[src/rtl/i2c_tim_pkg.sv]
package i2c_tim_pkg;
    localparam logic [2:0] OP_START  = 3'd1;
    localparam logic [2:0] OP_RSTART = 3'd2;
    localparam logic [2:0] OP_WRITE  = 3'd3;
    localparam logic [2:0] OP_READ   = 3'd4;
    localparam logic [2:0] OP_STOP   = 3'd5;

    typedef enum logic [2:0] {
        ST_IDLE = 3'd0,
        ST_LOW  = 3'd1,
        ST_HIGH = 3'd2,
        ST_SU   = 3'd3,
        ST_HD   = 3'd4,
        ST_BUF  = 3'd5
    } seq_st_e;

    function automatic logic op_known(input logic [2:0] op);
        return (op >= OP_START) && (op <= OP_STOP);
    endfunction
endpackage

[src/rtl/i2c_phase_calc.sv]
module i2c_phase_calc #(
    parameter int DIV_W = 8,
    parameter int PRE_W = 3,
    parameter int LEN_W = DIV_W + (1 << PRE_W)
) (
    input  logic             hs_mode,
    input  logic [DIV_W-1:0] std_ldiv,
    input  logic [DIV_W-1:0] std_hdiv,
    input  logic [PRE_W-1:0] std_pre,
    input  logic [DIV_W-1:0] hs_ldiv,
    input  logic [DIV_W-1:0] hs_hdiv,
    input  logic [PRE_W-1:0] hs_pre,
    output logic [LEN_W-1:0] t_low,
    output logic [LEN_W-1:0] t_high,
    output logic [2:0]       su_rep,
    output logic [2:0]       hd_rep
);
    localparam int PAD_W = LEN_W - DIV_W;

    // Phase length: divider scaled by 2^prescaler plus the fixed 3-cycle offset.
    function automatic logic [LEN_W-1:0] phase_len(input logic [DIV_W-1:0] dv,
                                                   input logic [PRE_W-1:0] pr);
        return ({{PAD_W{1'b0}}, dv} << pr) + LEN_W'(3);
    endfunction

    logic [DIV_W-1:0] sel_l, sel_h;
    logic [PRE_W-1:0] sel_p;

    always_comb begin
        sel_l  = hs_mode ? hs_ldiv : std_ldiv;
        sel_h  = hs_mode ? hs_hdiv : std_hdiv;
        sel_p  = hs_mode ? hs_pre  : std_pre;
        t_low  = phase_len(sel_l, sel_p);
        t_high = phase_len(sel_h, sel_p);
        if (!hs_mode) begin
            su_rep = 3'd1;
            hd_rep = 3'd1;
        end else begin
            su_rep = (hs_ldiv == '0) ? 3'd6 : 3'd2;
            hd_rep = (hs_hdiv == '0) ? 3'd6 : 3'd2;
        end
    end
endmodule

[src/rtl/i2c_line_seq.sv]
module i2c_line_seq
    import i2c_tim_pkg::*;
#(
    parameter int HOLD_W = 4,
    parameter int LEN_W  = 16
) (
    input  logic              clk,
    input  logic              rst_n,
    input  logic              cmd_valid,
    input  logic [2:0]        cmd_op,
    input  logic              cmd_wbit,
    input  logic [HOLD_W-1:0] hold_cfg,
    input  logic [LEN_W-1:0]  t_low,
    input  logic [LEN_W-1:0]  t_high,
    input  logic [2:0]        su_rep,
    input  logic [2:0]        hd_rep,
    input  logic              sda_in,
    output logic              scl_oe,
    output logic              sda_oe,
    output logic              rd_bit,
    output logic              busy,
    output logic              done
);
    typedef struct packed {
        seq_st_e          st;
        logic [LEN_W-1:0] cnt;
        logic [2:0]       rep;
        logic [2:0]       op;
        logic             sda_tgt;
        logic             scl_oe;
        logic             sda_oe;
        logic             rd;
        logic             done;
    } seq_t;

    seq_t q, d;
    logic [LEN_W-1:0] plen, hold_ext, upd_at;
    logic [2:0]       plim;
    logic             cnt_end, last;

    always_comb begin
        // Active phase length and repetition count
        plen = t_low;
        plim = 3'd1;
        case (q.st)
            ST_HIGH: plen = t_high;
            ST_HD: begin
                plen = t_high;
                plim = hd_rep;
            end
            ST_SU: begin
                plen = (q.op == OP_STOP) ? t_high : t_low;
                plim = (q.op == OP_RSTART) ? su_rep : 3'd1;
            end
            default: ;
        endcase
        hold_ext = LEN_W'(hold_cfg) + LEN_W'(3);
        upd_at   = (hold_ext > t_low - LEN_W'(1)) ? t_low - LEN_W'(1) : hold_ext;
        cnt_end  = (q.cnt == plen - LEN_W'(1));
        last     = cnt_end && (q.rep == plim - 3'd1);

        d      = q;
        d.done = 1'b0;
        if (q.st != ST_IDLE) begin
            if (cnt_end) begin
                d.cnt = '0;
                d.rep = last ? 3'd0 : q.rep + 3'd1;
            end else begin
                d.cnt = q.cnt + LEN_W'(1);
            end
        end

        case (q.st)
            ST_IDLE: begin
                if (cmd_valid && op_known(cmd_op)) begin
                    d.op  = cmd_op;
                    d.cnt = '0;
                    d.rep = '0;
                    if (cmd_op == OP_START) begin
                        d.st     = ST_HD;
                        d.sda_oe = 1'b1;
                    end else begin
                        d.st     = ST_LOW;
                        d.scl_oe = 1'b1;
                        case (cmd_op)
                            OP_WRITE: d.sda_tgt = ~cmd_wbit;
                            OP_STOP:  d.sda_tgt = 1'b1;
                            default:  d.sda_tgt = 1'b0;
                        endcase
                    end
                end
            end
            ST_LOW: begin
                if (q.cnt == upd_at - LEN_W'(1)) d.sda_oe = q.sda_tgt;
                if (last) begin
                    d.scl_oe = 1'b0;
                    d.st     = (q.op == OP_WRITE || q.op == OP_READ) ? ST_HIGH : ST_SU;
                end
            end
            ST_HIGH: begin
                if (last) begin
                    if (q.op == OP_READ) d.rd = sda_in;
                    d.st   = ST_IDLE;
                    d.done = 1'b1;
                end
            end
            ST_SU: begin
                if (last) begin
                    if (q.op == OP_RSTART) begin
                        d.st     = ST_HD;
                        d.sda_oe = 1'b1;
                    end else begin
                        d.st     = ST_BUF;
                        d.sda_oe = 1'b0;
                    end
                end
            end
            default: begin
                if (last) begin
                    d.st   = ST_IDLE;
                    d.done = 1'b1;
                end
            end
        endcase
    end

    always_ff @(posedge clk or negedge rst_n) begin
        if (!rst_n) q <= '0;
        else        q <= d;
    end

    assign scl_oe = q.scl_oe;
    assign sda_oe = q.sda_oe;
    assign rd_bit = q.rd;
    assign busy   = (q.st != ST_IDLE);
    assign done   = q.done;
endmodule

[src/rtl/i2c_bus_timer.sv]
module i2c_bus_timer #(
    parameter int DIV_W  = 8,
    parameter int PRE_W  = 3,
    parameter int HOLD_W = 4
) (
    input  logic              clk,
    input  logic              rst_n,
    input  logic              cmd_valid,
    input  logic [2:0]        cmd_op,
    input  logic              cmd_wbit,
    input  logic              hs_mode,
    input  logic [HOLD_W-1:0] hold_cfg,
    input  logic [DIV_W-1:0]  std_ldiv,
    input  logic [DIV_W-1:0]  std_hdiv,
    input  logic [PRE_W-1:0]  std_pre,
    input  logic [DIV_W-1:0]  hs_ldiv,
    input  logic [DIV_W-1:0]  hs_hdiv,
    input  logic [PRE_W-1:0]  hs_pre,
    input  logic              sda_in,
    output logic              scl_oe,
    output logic              sda_oe,
    output logic              rd_bit,
    output logic              busy,
    output logic              done
);
    localparam int LEN_W = DIV_W + (1 << PRE_W);

    logic [LEN_W-1:0] t_low, t_high;
    logic [2:0]       su_rep, hd_rep;

    i2c_phase_calc #(.DIV_W(DIV_W), .PRE_W(PRE_W), .LEN_W(LEN_W)) u_calc (
        .hs_mode (hs_mode),
        .std_ldiv(std_ldiv),
        .std_hdiv(std_hdiv),
        .std_pre (std_pre),
        .hs_ldiv (hs_ldiv),
        .hs_hdiv (hs_hdiv),
        .hs_pre  (hs_pre),
        .t_low   (t_low),
        .t_high  (t_high),
        .su_rep  (su_rep),
        .hd_rep  (hd_rep)
    );

    i2c_line_seq #(.HOLD_W(HOLD_W), .LEN_W(LEN_W)) u_seq (
        .clk      (clk),
        .rst_n    (rst_n),
        .cmd_valid(cmd_valid),
        .cmd_op   (cmd_op),
        .cmd_wbit (cmd_wbit),
        .hold_cfg (hold_cfg),
        .t_low    (t_low),
        .t_high   (t_high),
        .su_rep   (su_rep),
        .hd_rep   (hd_rep),
        .sda_in   (sda_in),
        .scl_oe   (scl_oe),
        .sda_oe   (sda_oe),
        .rd_bit   (rd_bit),
        .busy     (busy),
        .done     (done)
    );
endmodule

[config.mk]
export PLATFORM = sky130hd
export DESIGN_NAME = i2c_bus_timer
export DESIGN_NICKNAME = d
export VERILOG_FILES = /design/src/rtl/i2c_tim_pkg.sv /design/src/rtl/i2c_phase_calc.sv /design/src/rtl/i2c_line_seq.sv /design/src/rtl/i2c_bus_timer.sv
export SDC_FILE = /design/constraint.sdc
export NUM_CORES = 1
export LEC_CHECK = 0
export ABC_AREA = 1
export BUFFER_PORTS_ARGS = -buffer_cell sky130_fd_sc_hd__buf_4
export CORE_ASPECT_RATIO = 0.8
export CORE_MARGIN = 4
export CORE_UTILIZATION = 40
export CTS_BUF_LIST = sky130_fd_sc_hd__clkbuf_8 sky130_fd_sc_hd__clkbuf_16
export CTS_CLUSTER_DIAMETER = 30
export CTS_CLUSTER_SIZE = 24
export DETAILED_ROUTE_END_ITERATION = 7
export HOLD_SLACK_MARGIN = 0.1
export PLACE_DENSITY = 0.58
export REMOVE_ABC_BUFFERS = 1
export SLEW_MARGIN = 40
export SYNTH_ARGS = -nofsm -noshare
export SYNTH_HDL_FRONTEND = slang
export SYNTH_SLANG_ARGS = --single-unit
export TNS_END_PERCENT = 30
[constraint.sdc]
create_clock -name clk -period 3.25 [get_ports clk]
set_input_delay 0.1625 -clock clk [delete_from_list [all_inputs] [get_ports clk]]
set_output_delay 0.1625 -clock clk [all_outputs]
set_load 0.005 [all_outputs]
**Yosys cells after proc, flatten, opt, wreduce, memory -nomap -nowiden**

Index checks and enable logic that the tools add are counted.

- Add/subtract/negate cells: 9
- Magnitude comparators: 3
- Equal/unequal tests: 20
- Shift operators: 2
- Muxes and demuxes: 37
- Bitwise logic cells: 2
- Reduce and logical (&&, ||, !) cells: 19

Operators with widths:

| cell | count |
|---|---|
| 2-to-1 mux 16 bit | 3 |
| subtractor 16 x 1 -> 16 bit (second input constant) | 3 |
| 2-to-1 mux 3 bit | 12 |
| adder 16 x 2 -> 16 bit (second input constant) | 2 |
| == test 16 bit | 2 |
| case mux 16 bit (2 select lines) | 1 |
| left shift 8 x 3 -> 16 bit | 2 |
| 2-to-1 mux 28 bit | 1 |
| 2-to-1 mux 23 bit | 1 |
| 2-to-1 mux 19 bit | 1 |
| adder 16 x 1 -> 16 bit (second input constant) | 1 |
| greater-than comparator 16 bit | 1 |
| logical NOT 8 bit | 2 |
| 2-to-1 mux 8 bit | 2 |
| == test 3 x 2 -> 1 bit (second input constant) | 5 |
| == test 3 bit (second input constant) | 4 |
| inequality test 2 x 1 -> 1 bit (second input constant) | 5 |
| 2-to-1 mux 1 bit | 9 |
| case mux 3 bit (3 select lines) | 1 |
| AND reduction 4 bit | 2 |
| == test 3 x 1 -> 1 bit (second input constant) | 2 |
| case mux 1 bit (2 select lines) | 3 |
| case mux 3 bit (2 select lines) | 1 |
| AND reduction 3 bit | 2 |
| 19 further kinds | 24 |

- Bits in registers: 30
- Input port bits: 51
- Output and inout port bits: 5

**Depth between registers and ports, before layout**

- Depth in word-level cells: 13
- Depth in mapped cells: 40
- Mapped depth without buffers: 38

**Hierarchy**

Synthesis repeated with hierarchy kept, for this count alone.

- Cells, all modules: 992
- Area total of the unflattened synthesis: 5666.7 sq um

Modules (own cells, without submodules):

| module | times used | cells each | area each (sq um) |
|---|---|---|---|
| i2c_line_seq | 1 | 616 | 3897.5 |
| i2c_phase_calc | 1 | 376 | 1769.2 |

**Worst setup path before layout**

No wires, ideal clock.

- Path type: input to register
- Start point: input port hs_mode
- End point: register u_seq.q, in the netlist u_seq.sda_oe
- Setup time: 117 ps
- Arrival time: 4240 ps
- Required time: 3133 ps
- Path slack: -1107 ps
- Stages: 38
- Path buffers: 2
- Cells stage by stage: buf_6 > inv_4 > buf_6 > nand2_1 > nand2_1 > nand2_2 > nor2_2 > nand2_4 > ha_1 > inv_1 > nand4_2 > a21oi_1 > nand2_1 > nand2_1 > inv_1 > ha_1 > nand2_1 > o21ai_0 > (+2 left out) > nand3_1 > nor2_1 > nand3_1 > nor2_4 > nand3_4 > nand2_1 > nand2_1 > ha_1 > xor2_1 > o21ai_0 > a21oi_1 > nand3_1 > nor2_1 > nand2_1 > nand2_1 > nand2_1 > nand2_1 > nand2_1

- Word-level cells in the longest chain between the ends: 10
- Elaborated cells between the ends (all ways): 26
- Classes of those cells: 6 x add/sub; 1 x order compare; 5 x eq/ne; 2 x shift; 10 x mux; 2 x reduce/logical

Ends and longest elaborated chain:

| item | RTL line | RTL |
|---|---|---|
| start: declaration | i2c_bus_timer.sv:11 | `input logic hs_mode,` |
| 2-to-1 mux 8 bit, or another cell as far along | i2c_phase_calc.sv:30 | `sel_l = hs_mode ? hs_ldiv : std_ldiv;` |
| left shift 8 x 3 -> 16 bit | i2c_phase_calc.sv:23 | `return ({{PAD_W{1'b0}}, dv} << pr) + LEN_W'(3);` |
| adder 16 x 2 -> 16 bit | i2c_phase_calc.sv:23 |  |
| subtractor 16 x 1 -> 16 bit / 2-to-1 mux 16 bit (equally long branches) | i2c_line_seq.sv:58, i2c_line_seq.sv:52 |  |
| greater-than comparator 16 bit / case mux 16 bit (2 select lines) (equally long branches) | i2c_line_seq.sv:58, i2c_line_seq.sv:45 |  |
| 2-to-1 mux 16 bit / subtractor 16 x 1 -> 16 bit (equally long branches) | i2c_line_seq.sv:58, i2c_line_seq.sv:59 |  |
| subtractor 16 x 1 -> 16 bit / == test 16 bit (equally long branches) | i2c_line_seq.sv:94, i2c_line_seq.sv:59 |  |
| == test 16 bit / logical AND 1 bit (equally long branches) | i2c_line_seq.sv:94, i2c_line_seq.sv:60 |  |
| inequality test 2 x 1 -> 1 bit (no source line) | -- |  |
| AND reduction 5 bit (no source line) (*) | -- |  |
| end signal: assignment | i2c_line_seq.sv:128 | `if (!rst_n) q <= '0;` |
| end signal: assignment | i2c_line_seq.sv:129 | `else q <= d;` |
| end: declaration | i2c_line_seq.sv:36 | `seq_t q, d;` |

Every way passes the cells marked *; elsewhere a longest branch is shown, timed or not.
A chain may end at the register's enable or synchronous reset.

**Worst setup path in the final report**

Ends and elaborated chain as after synthesis.

==> flow_summary_export.csv <==
group,metric,value,unit
global_route,busiest_layer,"met2",
layout,multi_input_area,4070,um^2
die,core_area,12300,um^2
drt,antenna_left,0,
critical_path,required,3420,ps
timing,slew-limit-headroom,66.2,%
power,peakVddDrop,0.309,mV
die,die_w,134,um
layout,regArea,751,um^2
hold_path,min_path_type,"primary input to flip-flop",
drt,dr.pass1.iters,6,
yosys,synth_edf_count,0,
timing,fmax,252,MHz
layout,fillers,1210,
clock_network,cts.sinks,30,
yosys,synth_cell_type_count,47,
drt,wirelength,16.9,mm
power,power,0.00350,W
status,run_status,"finished, violations left",
timing,worst_slack,-711,ps
status,violations,"setup timing",
drt,initialDrtViolationCount,550,
global_route,grt_antenna_before_repair,0,
clock_network,clockBufferDepth,2,
timing,hold_violations,0,
layout,fin_nets,1235,
yosys,synth_ff_type,"dfrtp_1",
timing,setup_viol,26,
global_route,track_usage,23.1,%
critical_path,cp_slowest_cell,"ha_1",
critical_path,critPathArrivalTime,4130,ps
critical_path,critPathCaptureType,"flip-flop",
yosys,synthArstFlopShare,100,%
global_route,grtUsageMet2,36.1,%
place,hpwl,13.2,mm
clock_network,cts.htree.levels,2,
power,power-per-cell-area,446,nW/um^2
timing,fin_setup_tns,-11400,ps
global_route,gr-usage-met3,3.78,%
clock_network,root_buffer,"clkbuf_16",
global_route,gr-total-overflow,0,
clock_network,worstSkewPairLatency,280,ps
yosys,ys_seq_area_share,14.7,%
die,start_util,41.4,%
yosys,yosys_warnings,0,
layout,drive_gt1_share,36.0,%
global_route,grtUsageMet1,34.7,%
timing,fin_skew,2.90,ps
global_route,grt_pass1_vias,5899,
critical_path,cp-start-kind,"primary input",
power,p_leak,4.13,nW
layout,design_area,7850,um^2
timing,fin_crit_sh,122,%
yosys,syn_area,5110,um^2
run,cap_viol_max_count,0,
timing,period_needed,3960,ps
critical_path,slowest_delay,290,ps
clock_network,cts_buffers,5,
place,io_buffers,55,
timing,finalMaxSlewViolations,0,
critical_path,critPathKind,"primary input to flip-flop",
place,dpl_cell_area,6930,um^2
global_route,grt_first_pass_wirelength,27.9,mm
critical_path,rrSetupSlack,-320,ps
critical_path,worst-path-max-fanout,9,
timing,worst_slew_pin_slew,502,ps
global_route,grt_start_max_net_pins,31,
layout,antenna_cells,0,
drt,routed_via_density,4.85,
place,dp_slack,-1280,ps
die,ios,56,
clock_network,cts_tree,"built",
yosys,synth_cells,917,
drt,vias,6510,
critical_path,critical_path.most_common_cell,"nand2_1",
timing,rsz0062_at_grt,"true",
yosys,avgSynthCellArea,5.57,um^2
layout,syn_to_final_growth,53.7,%
drt,wl_per_cell,12.6,um
drt,drc_errors,0,
place,gp_congestion,0.938,
die,fp-row-count,36,
die,dieArea,14700,um^2
die,die_h,109,um
clock_network,path_clk_slew,50,ps
yosys,synth_seq_cells,30,
==> metrics by stage <==
stage,hold WS [ps],cells,utilization [%]
2_1_floorplan,-133,895,-
3_3_place_gp,127,1301,56.2
3_5_place_dp,123,1301,56.2
4_1_cts,111,1337,62.2
5_1_grt,132,1341,63.6
6_report,108,1341,63.6
==> logic make-up after synthesis <==
family	share of synthesized area (%)
xor gates and xnor gates	4.61
adders and majority gates	3.43
AOI/OAI and AO/OA	12.5
and+or+nand+nor	51.1
DFF	14.7
buffers and inverters	13.7
==> worst max-delay path: cells and delay by family <==
kind            cells  cell delay, ps
simple gates       25            2170
buf+inv             6             740
compound gates      3             460
fa+ha+maj           2             460
xor+xnor            1             140
==> synth_stat cells, types with 2 or more instances <==
cell,n,area [um^2]
nand2_1,287,1080
inv_1,133,499
nand3_1,108,541
nor2_1,78,293
o21ai_0,53,265
dfrtp_1,30,751
nand4_1,25,156
xor2_1,20,175
a21oi_1,19,95.1
o21ai_1,18,90.1
nor3_1,17,85.1
nand2_2,16,100
ha_1,14,175
buf_6,10,113
nor2_2,10,62.6
buf_2,8,40.0
nand3_2,6,60.1
nor4_1,6,37.5
inv_2,5,18.8
xnor2_1,5,43.8
o21ai_2,4,35.0
or2_2,4,25.0
nor2_4,3,33.8
nor3_2,3,30.0
o21ai_4,3,48.8
buf_1,2,7.51
clkbuf_1,2,7.51
clkinv_1,2,7.51
nand2_4,2,22.5
nand3b_1,2,15.0
nand4_2,2,25.0
o2111ai_1,2,17.5
o211ai_1,2,15.0
o21a_1,2,15.0
or2_1,2,12.5
==> area by class of cell <==
type	count	share of cell area, %
clock inverters	2	0.127
inverters	141	6.87
multi-input cells	724	51.8
flip-flops and latches	30	9.56
well taps	171	2.72
clock buffers	5	1.59
repair buffers	268	27.4
==> layer usage <==
metal | part of all wire (%) | wire length, um
met2 | 42 | 7100
met3 | 6.8 | 1150
met1 | 51 | 8540
met5 | 0 | 0
met4 | 0.51 | 86
==> power breakdown <==
group          internal (W)  switching (W)  leakage, nW
clock network      0.000276       0.000170       0.0694
logic               0.00118        0.00138         3.66
registers          0.000442      0.0000532        0.405
total               0.00190        0.00160         4.13
==> state kept, by name, summed over array words and instances (netlist names) <==
signal and cells:
u_seq.scl_oe 1, u_seq.q 26, u_seq.rd_bit 1, u_seq.sda_oe 1, u_seq.done 1
==> worst paths after layout <==
check	cells past startpoint	from	endpoint
max	37	hs_mode	u_seq.sda_oe
min	3	sda_in	u_seq.rd_bit
max reg2reg	24	u_seq.q[27]	u_seq.q[16]
min reg2reg	2	u_seq.rd_bit	u_seq.rd_bit
max in group asynchronous	2	rst_n	u_seq.q[9]
min in group asynchronous	2	rst_n	u_seq.q[13]
==> cell usage in the layout (no fill, tap or decap), types with 20 or more instances in the layout <==
cell       n
buf_4    247
dfrtp_1   30
inv_1    122
nand2_1  258
nand2_2   42
nand3_1   91
nand4_1   25
nor2_1    70
o21ai_0   45
xor2_1    20
==> timing repair <==
item / in CTS / in global routing
pin swaps: 56 / 36
gates resized for setup: 91 / 46
hold buffers: 1 / 0
setup endpoints to repair: 26 / 26
endpoints found under the hold margin: 30 / 0
setup buffers: 26 / 4
cloned: 2 / 0
Note: power is estimated with default switching activity, not from simulation.
